File: src/rtl/cfgseq_pkg.sv
package cfgseq_pkg;

  typedef enum logic [2:0] {
    ST_IDLE,
    ST_PRE,
    ST_POLL,
    ST_STREAM,
    ST_DONE,
    ST_FAIL
  } seq_state_t;

  localparam int BOOT_PAT_LEN = 8;
  localparam int INIT_PAT_LEN = 10;

  // Reboot pattern: even nonzero positions carry 0x88, all others 0x84.
  function automatic logic [7:0] reboot_byte(input logic [2:0] pos);
    reboot_byte = (pos != 3'd0 && !pos[0]) ? 8'h88 : 8'h84;
  endfunction

  // Initialisation pattern: positions 1 and 2 raise bit 1, all others 0x01.
  function automatic logic [7:0] init_byte(input logic [3:0] pos);
    init_byte = (pos == 4'd1 || pos == 4'd2) ? 8'h03 : 8'h01;
  endfunction

  // One port beat of a configuration bit: data on bit 6, clock on bit 0.
  // Phase 0 is the clock-high beat, phase 1 the clock-low beat.
  function automatic logic [7:0] beat_byte(input logic d, input logic phase);
    beat_byte = {1'b0, d, 5'b00000, ~phase};
  endfunction

endpackage

File: src/rtl/cfgseq_preamble.sv
module cfgseq_preamble
  import cfgseq_pkg::*;
#(
  parameter int REPEATS = 4
) (
  input  logic       clk,
  input  logic       rst_n,
  input  logic       clear,
  input  logic       advance,
  output logic [7:0] pat_byte,
  output logic       pat_last
);
  localparam int BOOT_TOTAL = REPEATS * BOOT_PAT_LEN;
  localparam int TOTAL      = BOOT_TOTAL + INIT_PAT_LEN;
  localparam int IW         = $clog2(TOTAL + 1);

  logic [IW-1:0] idx;
  logic [IW-1:0] init_pos;

  always_ff @(posedge clk or negedge rst_n) begin
    if (!rst_n)       idx <= '0;
    else if (clear)   idx <= '0;
    else if (advance) idx <= idx + 1'b1;
  end

  assign init_pos = idx - IW'(BOOT_TOTAL);

  always_comb begin
    if (int'(idx) < BOOT_TOTAL) pat_byte = reboot_byte(idx[2:0]);
    else                        pat_byte = init_byte(init_pos[3:0]);
  end

  assign pat_last = (idx == IW'(TOTAL - 1));

endmodule

File: src/rtl/cfgseq_poller.sv
module cfgseq_poller #(
  parameter int GAP   = 3,
  parameter int LIMIT = 10000
) (
  input  logic clk,
  input  logic rst_n,
  input  logic active,
  input  logic ready_bit,
  output logic tick,
  output logic found,
  output logic expired
);
  localparam int GW = (GAP > 1) ? $clog2(GAP) : 1;
  localparam int TW = $clog2(LIMIT + 1);

  logic [GW-1:0] gap_cnt;
  logic [TW-1:0] tries;

  assign tick    = active && (gap_cnt == GW'(GAP - 1));
  assign found   = tick && ready_bit;
  assign expired = tick && !ready_bit && (tries == TW'(LIMIT - 1));

  always_ff @(posedge clk or negedge rst_n) begin
    if (!rst_n) begin
      gap_cnt <= '0;
      tries   <= '0;
    end else if (!active) begin
      gap_cnt <= '0;
      tries   <= '0;
    end else if (tick) begin
      gap_cnt <= '0;
      tries   <= tries + 1'b1;
    end else begin
      gap_cnt <= gap_cnt + 1'b1;
    end
  end

endmodule

File: src/rtl/cfgseq_serializer.sv
module cfgseq_serializer
  import cfgseq_pkg::*;
#(
  parameter int DW = 8
) (
  input  logic          clk,
  input  logic          rst_n,
  input  logic          enable,
  input  logic [DW-1:0] in_data,
  input  logic          in_valid,
  input  logic          in_last,
  output logic          in_ready,
  output logic [7:0]    beat_data,
  output logic          beat_valid,
  input  logic          beat_take,
  output logic          byte_end,
  output logic          stream_end
);
  localparam int BEATS = 2 * DW;
  localparam int BW    = $clog2(BEATS);

  logic [DW-1:0] shreg;
  logic [BW-1:0] beat;
  logic          loaded;
  logic          last_q;
  logic          accept;
  logic          took;

  assign in_ready   = enable && !loaded;
  assign accept     = in_valid && in_ready;
  assign beat_valid = loaded;
  assign took       = beat_take && loaded;
  assign beat_data  = beat_byte(shreg[DW-1], beat[0]);
  assign byte_end   = took && (beat == BW'(BEATS - 1));
  assign stream_end = byte_end && last_q;

  always_ff @(posedge clk or negedge rst_n) begin
    if (!rst_n) begin
      shreg  <= '0;
      beat   <= '0;
      loaded <= 1'b0;
      last_q <= 1'b0;
    end else if (accept) begin
      shreg  <= in_data;
      beat   <= '0;
      loaded <= 1'b1;
      last_q <= in_last;
    end else if (took) begin
      if (byte_end) begin
        loaded <= 1'b0;
        beat   <= '0;
      end else begin
        beat <= beat + 1'b1;
      end
      if (beat[0]) shreg <= shreg << 1;
    end
  end

endmodule

File: src/rtl/fpga_cfg_sequencer.sv
module fpga_cfg_sequencer
  import cfgseq_pkg::*;
#(
  parameter int REBOOT_REPEATS = 4,
  parameter int POLL_GAP       = 3,
  parameter int POLL_LIMIT     = 10000,
  parameter int READY_BIT      = 5
) (
  input  logic       clk,
  input  logic       rst_n,
  input  logic       start,
  input  logic [7:0] status_in,
  input  logic [7:0] cfg_data,
  input  logic       cfg_valid,
  input  logic       cfg_last,
  output logic       cfg_ready,
  output logic [7:0] out_data,
  output logic       out_valid,
  input  logic       out_ready,
  output logic       done,
  output logic       timeout_err
);
  seq_state_t state;

  logic [7:0] pre_byte;
  logic       pre_last;
  logic       pre_phase;
  logic       pre_fire;
  logic       poll_active;
  logic       poll_tick;
  logic       poll_found;
  logic       poll_expired;
  logic       stream_phase;
  logic [7:0] ser_byte;
  logic       ser_valid;
  logic       ser_byte_end;
  logic       ser_end;
  logic       may_start;

  assign pre_phase    = (state == ST_PRE);
  assign poll_active  = (state == ST_POLL);
  assign stream_phase = (state == ST_STREAM);
  assign pre_fire     = pre_phase && out_ready;
  assign may_start    = (state == ST_IDLE) || (state == ST_DONE) || (state == ST_FAIL);

  cfgseq_preamble #(.REPEATS(REBOOT_REPEATS)) u_pre (
    .clk      (clk),
    .rst_n    (rst_n),
    .clear    (!pre_phase),
    .advance  (pre_fire),
    .pat_byte (pre_byte),
    .pat_last (pre_last)
  );

  cfgseq_poller #(.GAP(POLL_GAP), .LIMIT(POLL_LIMIT)) u_poll (
    .clk       (clk),
    .rst_n     (rst_n),
    .active    (poll_active),
    .ready_bit (status_in[READY_BIT]),
    .tick      (poll_tick),
    .found     (poll_found),
    .expired   (poll_expired)
  );

  cfgseq_serializer #(.DW(8)) u_ser (
    .clk        (clk),
    .rst_n      (rst_n),
    .enable     (stream_phase),
    .in_data    (cfg_data),
    .in_valid   (cfg_valid),
    .in_last    (cfg_last),
    .in_ready   (cfg_ready),
    .beat_data  (ser_byte),
    .beat_valid (ser_valid),
    .beat_take  (out_ready),
    .byte_end   (ser_byte_end),
    .stream_end (ser_end)
  );

  assign out_valid   = pre_phase || ser_valid;
  assign out_data    = pre_phase ? pre_byte : (ser_valid ? ser_byte : 8'h00);
  assign done        = (state == ST_DONE);
  assign timeout_err = (state == ST_FAIL);

  always_ff @(posedge clk or negedge rst_n) begin
    if (!rst_n) begin
      state <= ST_IDLE;
    end else begin
      unique case (state)
        ST_PRE:    if (pre_fire && pre_last) state <= ST_POLL;
        ST_POLL: begin
          if (poll_found)        state <= ST_STREAM;
          else if (poll_expired) state <= ST_FAIL;
        end
        ST_STREAM: if (ser_end) state <= ST_DONE;
        default:   if (may_start && start) state <= ST_PRE;
      endcase
    end
  end

endmodule

File: config.mk
export PLATFORM = sky130hd
export DESIGN_NAME = fpga_cfg_sequencer
export DESIGN_NICKNAME = d
export VERILOG_FILES = /design/src/rtl/cfgseq_pkg.sv /design/src/rtl/cfgseq_preamble.sv /design/src/rtl/cfgseq_poller.sv /design/src/rtl/cfgseq_serializer.sv /design/src/rtl/fpga_cfg_sequencer.sv
export SDC_FILE = /design/constraint.sdc
export NUM_CORES = 1
export LEC_CHECK = 0
export BUFFER_PORTS_ARGS = -buffer_cell sky130_fd_sc_hd__buf_2
export CELL_PAD_IN_SITES_DETAIL_PLACEMENT = 0
export CELL_PAD_IN_SITES_GLOBAL_PLACEMENT = 1
export CORE_MARGIN = 10
export CORE_UTILIZATION = 40
export CTS_BUF_LIST = sky130_fd_sc_hd__clkbuf_8
export CTS_CLUSTER_SIZE = 25
export DETAILED_ROUTE_END_ITERATION = 8
export PLACE_DENSITY = 0.82
export SLEW_MARGIN = 20
export SYNTH_ARGS = -nofsm -noshare
export SYNTH_HDL_FRONTEND = slang
export SYNTH_HIERARCHICAL = 1
export SYNTH_SLANG_ARGS = --single-unit
File: constraint.sdc
create_clock -name clk -period 1.81 [get_ports clk]
set_clock_uncertainty 0.2 [all_clocks]
set_input_delay 0 -clock clk [delete_from_list [all_inputs] [get_ports clk]]
set_output_delay 0 -clock clk [all_outputs]
set_load 0.01 [all_outputs]
* Word level (Yosys, flattened, before mapping)
Index checks and enable logic that the tools add are counted.
** Word-level totals
- Logic and storage cells :: 86
- Input port bits :: 22
- Register bits after elaboration :: 39
- Output and inout port bits :: 12
** Operators by class
- Equality and inequality tests :: 16
- Reductions and logical operators :: 29
- Add/subtract/negate cells :: 5
- Mux-type cells :: 26
- Bitwise operators :: 1
- Order comparisons :: 1
** Operator list (count)
- two-way mux 8 bit :: 5
- two-way mux 14 bit :: 2
- two-way mux 4 bit :: 4
- two-way mux 3 bit :: 5
- adder 14 x 1 -> 14 bit, second input constant :: 1
- equality test 14 bit, second input constant :: 1
- logical AND 1 bit :: 13
- two-way mux 6 bit :: 2
- case mux 3 bit (3 select lines) :: 1
- two-way mux 7 bit :: 1
- adder 6 x 1 -> 6 bit, second input constant :: 1
- equality test 3 x 2 -> 1 bit, second input constant :: 2
- equality test 3 bit, second input constant :: 2
- equality test 6 bit, second input constant :: 1
- < comparator 6 bit, second input constant :: 1
- two-way mux 2 bit :: 3
- nonzero test 2 bit :: 3
- adder 4 x 1 -> 4 bit, second input constant :: 1
- equality test 4 x 1 -> 1 bit, second input constant :: 1
- equality test 4 x 2 -> 1 bit, second input constant :: 1
- equality test 4 bit, second input constant :: 1
- logical OR 1 bit :: 4
- inequality test 2 x 1 -> 1 bit, second input constant :: 2
- inequality test 2 bit, second input constant :: 2
- 13 further kinds :: 18

* Longest topological paths before layout
- Word-level depth :: 7
- Depth in mapped cells :: 8
- Gate-level depth less buffers :: 7

* Modules after synthesis
Netlist, hierarchy kept.
** By module, submodules not included
- cfgseq_poller :: area an instance 857.1 µm², instances 1, seq. area each 400.4 µm², cells each 89
- cfgseq_serializer :: area an instance 740.7 µm², instances 1, seq. area each 350.3 µm², cells each 86
- fpga_cfg_sequencer :: area an instance 399.1 µm², instances 1, seq. area each 75.1 µm², cells each 56
- cfgseq_preamble :: area an instance 391.6 µm², instances 1, seq. area each 150.1 µm², cells each 44

* Worst setup path before layout
Ideal clock, no wire load.
- Kind :: register to register
- Start :: reg state[2]
- End :: reg state[2]
- Arrival :: 1.617 ns
- Setup time :: 0.067 ns
- Period minus slack after synthesis :: 1.884 ns
- Setup slack :: -0.074 ns
- Cell stages (with the launch flop) :: 9
- Path buffers :: 1
- Required time :: 1.543 ns
- Cells stage by stage :: dfrtp_1 -> nand2b_1 -> nor2_1 -> clkbuf_1 -> and2_1 -> and4_1 -> o21ai_0 -> a21oi_1 -> a32o_1
** On the way
- Word-level cells in the longest chain between the ends :: 6
- Elaborated cells on any way between the ends :: 22
- Those cells by class :: eq/ne (8); mux (2); reduce/logical (12)
** Ends and longest elaborated chain
- from (decl) :: line fpga_cfg_sequencer.sv:23 : seq_state_t state;
- from (signal assigned) :: line fpga_cfg_sequencer.sv:87 : state <= ST_IDLE;
- from (signal assigned) :: line fpga_cfg_sequencer.sv:90 : ST_PRE: if (pre_fire && pre_last) state <= ST_POLL;
- from (signal assigned) :: line fpga_cfg_sequencer.sv:92 : if (poll_found) state <= ST_STREAM;
- equality test 3 x 2 -> 1 bit :: line fpga_cfg_sequencer.sv:41 : assign poll_active = (state == ST_POLL);
- via poll_active :: line fpga_cfg_sequencer.sv:29 : logic poll_active;
- logical AND 1 bit :: line cfgseq_poller.sv:19 : assign tick = active && (gap_cnt == GW'(GAP - 1));
- via poll_tick :: line fpga_cfg_sequencer.sv:30 : logic poll_tick;
- logical AND 1 bit (2 in a row) :: line cfgseq_poller.sv:21 : assign expired = tick && !ready_bit && (tries == TW'(LIMIT - 1));
- via poll_expired :: line fpga_cfg_sequencer.sv:32 : logic poll_expired;
- inequality test 3 bit (no source line)
- AND reduction 4 bit (no source line)
The timed path passes the listed nets, and every way through them passes these cells.
A chain may end at the register's enable or synchronous reset.

* Worst setup path after layout
- Start :: reg u_poll.gap_cnt[0]
- End :: reg u_poll.tries[9]
** On the way
- Word-level cells in the longest chain between the ends :: 3
** Ends and longest elaborated chain
- from (decl) :: line cfgseq_poller.sv:16 : logic [GW-1:0] gap_cnt;
- from (signal assigned) :: line cfgseq_poller.sv:34 : gap_cnt <= gap_cnt + 1'b1;
- equality test 2 bit :: line cfgseq_poller.sv:19
- logical AND 1 bit :: line cfgseq_poller.sv:19
- inequality test 2 bit (no source line)
- to (signal assigned) :: line cfgseq_poller.sv:32 : tries <= tries + 1'b1;
- to (decl) :: line cfgseq_poller.sv:17 : logic [TW-1:0] tries;
No other way between the ends.

==> summary by stage <==
Pwr
The worst vdd rail ir drop is 0.000491 V. Cell internal power was estimated by the tool at 0.00214 W. The clock network fraction of total power is 0.263.

The net switching power is 0.00108 W. The sum of internal, switching and leakage power is 0.00322 W. Of the total power, the share spent switching nets is 0.334. The share of total power dissipated in combinational logic is 0.352.

For this design the ratio of total power to cell area is 1050 nW/µm². The share of total power dissipated in sequential elements is 0.385. Summed over all cells, the static leakage comes to 1.36 nW.

Place
The HPWL after detailed placement is 3.66 mm. The total cell area at the placement stage is 2630 µm². The count of input and output buffers is 24. OpenSTA, run right after detailed placement, puts the worst setup slack at -15.5 ps. At the end of routability-driven placement, the weighted congestion stood at 0.795.

Floorplanning
After floorplanning, the core was sized to cover 5850 µm². The initial core utilization is 0.408. The height of the chip is 97.2 µm. In this run the horizontal extent of the chip is 97.2 µm.

The count of boundary I/O pins is 34. The area of the die is 9450 µm². The number of rows in the core area is 28.

Detailed routing
For this block, the via count after detailed routing is 2090. After detailed routing, the number of remaining DRC violations is 0. After detailed routing, the total wire length is 5.36 mm. The number of nets with antenna violations after detailed routing is 0. Before antenna repair, the detailed router went through 4 iterations. The ratio of routed vias to standard cells is 5.07. In the final routed layout, each cell accounts on average for 13.0 µm. The number of DRC violations after detailed-routing iteration 0 is 170.

Clock network
The CTS tree is done. The H-tree was split into 2 levels. The latest clock arrival within the worst-skew pair is 290 ps. Clock-pin slew was measured on the worst setup and hold paths at 70 ps.

The count of clock tree sinks is 39. The total clock buffers created by CTS is 5. Counting along the longest clock path gives a buffer depth of 2. The cell sitting at the root of the clock tree is a sky130_fd_sc_hd__clkbuf_8.

Global route
The via count of the first global-routing pass was 2027. Entering global routing, the biggest net connects 24 pins. Across every metal layer, demand over resource in global routing totals 0.110. The first global-routing pass estimated 9.04 mm of wire.

The remaining global-route overflow is 0. The initial antenna violation count is 0.

Layout
Compared with the post-synthesis result, the final layout area differs by 28.2%. Of the cells placed in the final design, the portion with a size suffix greater than 1 is 0.279. Once layout is complete, the utilization of the core stands at 0.522. The final layout net count is 365.

The post-route cell area is 3060 µm². 0 antenna diodes ended up in the layout.

Critical path
The logic depth of the worst register-to-register path is 5. The sort of element at the start of the critical path is a register. The number of buffers and inverters on the critical path is 2. The delay of the slowest cell on the worst path is 480 ps. The endpoint identified for the worst register-to-register timing path is u_poll/tries[9]. On the critical path, the stage with the largest delay is an instance of sky130_fd_sc_hd__or4_4. The worst endpoint required time is 1830 ps. At the worst endpoint, the arrival time is 1830 ps. For flop-to-flop paths, the worst setup slack is -3 ps.

The family of cells with the greatest summed delay on the critical path is simple AND/OR/NAND/NOR gates. The most prevalent standard cell on the critical path is sky130_fd_sc_hd__buf_4. The maximum fanout along the worst path is 5. The origin of the critical flop-to-flop path is u_poll/gap_cnt[0]. The critical path starts at u_poll/gap_cnt[0].

Traced cell by cell, the critical path runs through buf_4, nand4b_1, buf_4, or4_4, a21oi_2. The worst setup path is of the register to register kind. The capturing element type of the critical path is a register.

Yosys
The synthesized instance count is 274. During synthesis, Yosys emitted a total of 6 warnings. Each instance of the synthesized netlist takes up on average 8.70 µm². The area of the mapped netlist is 2380 µm².

STA
The final worst slack is -2.53 ps. The number of pins exceeding their max-slew limit in the final report was 0. Setup violations remaining at the end of the flow were counted as 2. Setup repair after global routing could not meet its margin everywhere. The tightest hold path in the finished design has a slack of -3.45 ps. Of the available clock period, the critical path in the final layout requires 1.00.

The achievable frequency is 552 MHz. The hold violation total from the final report is 18. The final critical delay including setup and external delays is 1810 ps.

Run status
The final reports fail on hold timing, setup timing. The flow ran to the end, but the final reports show violations.

Hold path
The worst hold-check path type is primary input to async pin.

Run
The number of maximum-capacitance violations is 0.
layout by cell type (no fill, tap or decap), drive strengths merged, types with 6 or more instances in the layout:
| cell type | instances |
|---|---|
| buf | 54 |
| dfrtp | 39 |
| nand2 | 35 |
| inv | 21 |
| nor2 | 20 |
| nand3 | 19 |
| o21ai | 16 |
| dlygate4sd3 | 13 |
| a21oi | 13 |
| conb | 9 |
| a31oi | 8 |
| nand2b | 7 |
| nand4 | 7 |
| ha | 7 |
| and3 | 6 |
worst max path at each step:
| stage | to | slack, ps | cells past startpoint |
|---|---|---|---|
| finish | u_poll/tries[9] | -3 | 5 |
| global route | state[2] | -110 | 7 |
| CTS | state[2] | 1 | 7 |
| detailed placement | state[2] | -20 | 7 |
| global placement | state[2] | 40 | 7 |
| floorplan | u_pre/idx[5] | 20 | 6 |
power groups by stage:
stage	sequential, W	combinational (W)	clock (W)
finish	0.00124	0.00113	0.000848
global route	0.00126	0.00129	0.000908
CTS	0.00125	0.00103	0.000877
detailed placement	0.00126	0.000986	0
global placement	0.00126	0.000966	0
floorplan	0.00124	0.000758	0
stage by stage:
step,std cells,TNS [ps]
finish,412,-3.85
global route,412,-250
CTS,402,0
detailed placement,379,-15.5
global placement,379,0
floorplan,281,0
final cells by class:
cell class / instances / area [µm²]
fill: 536 / 2790
clock buffer: 5 / 68.8
inverter: 20 / 82.6
multi-input combinational: 203 / 1280
sequential: 39 / 981
timing repair buffer: 67 / 488
tap: 75 / 93.8
clock inverter: 3 / 63.8
repair_timing:
item	CTS	global route
hold endpoints to repair	55	0
endpoints found under the setup margin	6	16
pin swaps	0	13
buffers inserted	2	10
resized for setup	5	16
hold buffers	13	0
gates cloned	0	0
layer usage:
layer | vias to the layer above | GRT usage | routed length [µm]
met1 | 998 | 0.133 | 2430
met5 | - | 0 | 0
li1 | 1060 | - | -
met2 | 27 | 0.187 | 2710
met4 | 0 | 0.0347 | 38
met3 | 5 | 0.0256 | 186
registers in the layout (all words and copies together), names as in the netlist:
register / cells
u_ser/beat: 4
u_ser/beat_valid: 1
u_poll/tries: 14
u_ser/shreg: 8
u_pre/idx: 6
u_poll/gap_cnt: 2
u_ser/last_q: 1
state: 3
Power figures use the tool's default switching activity.
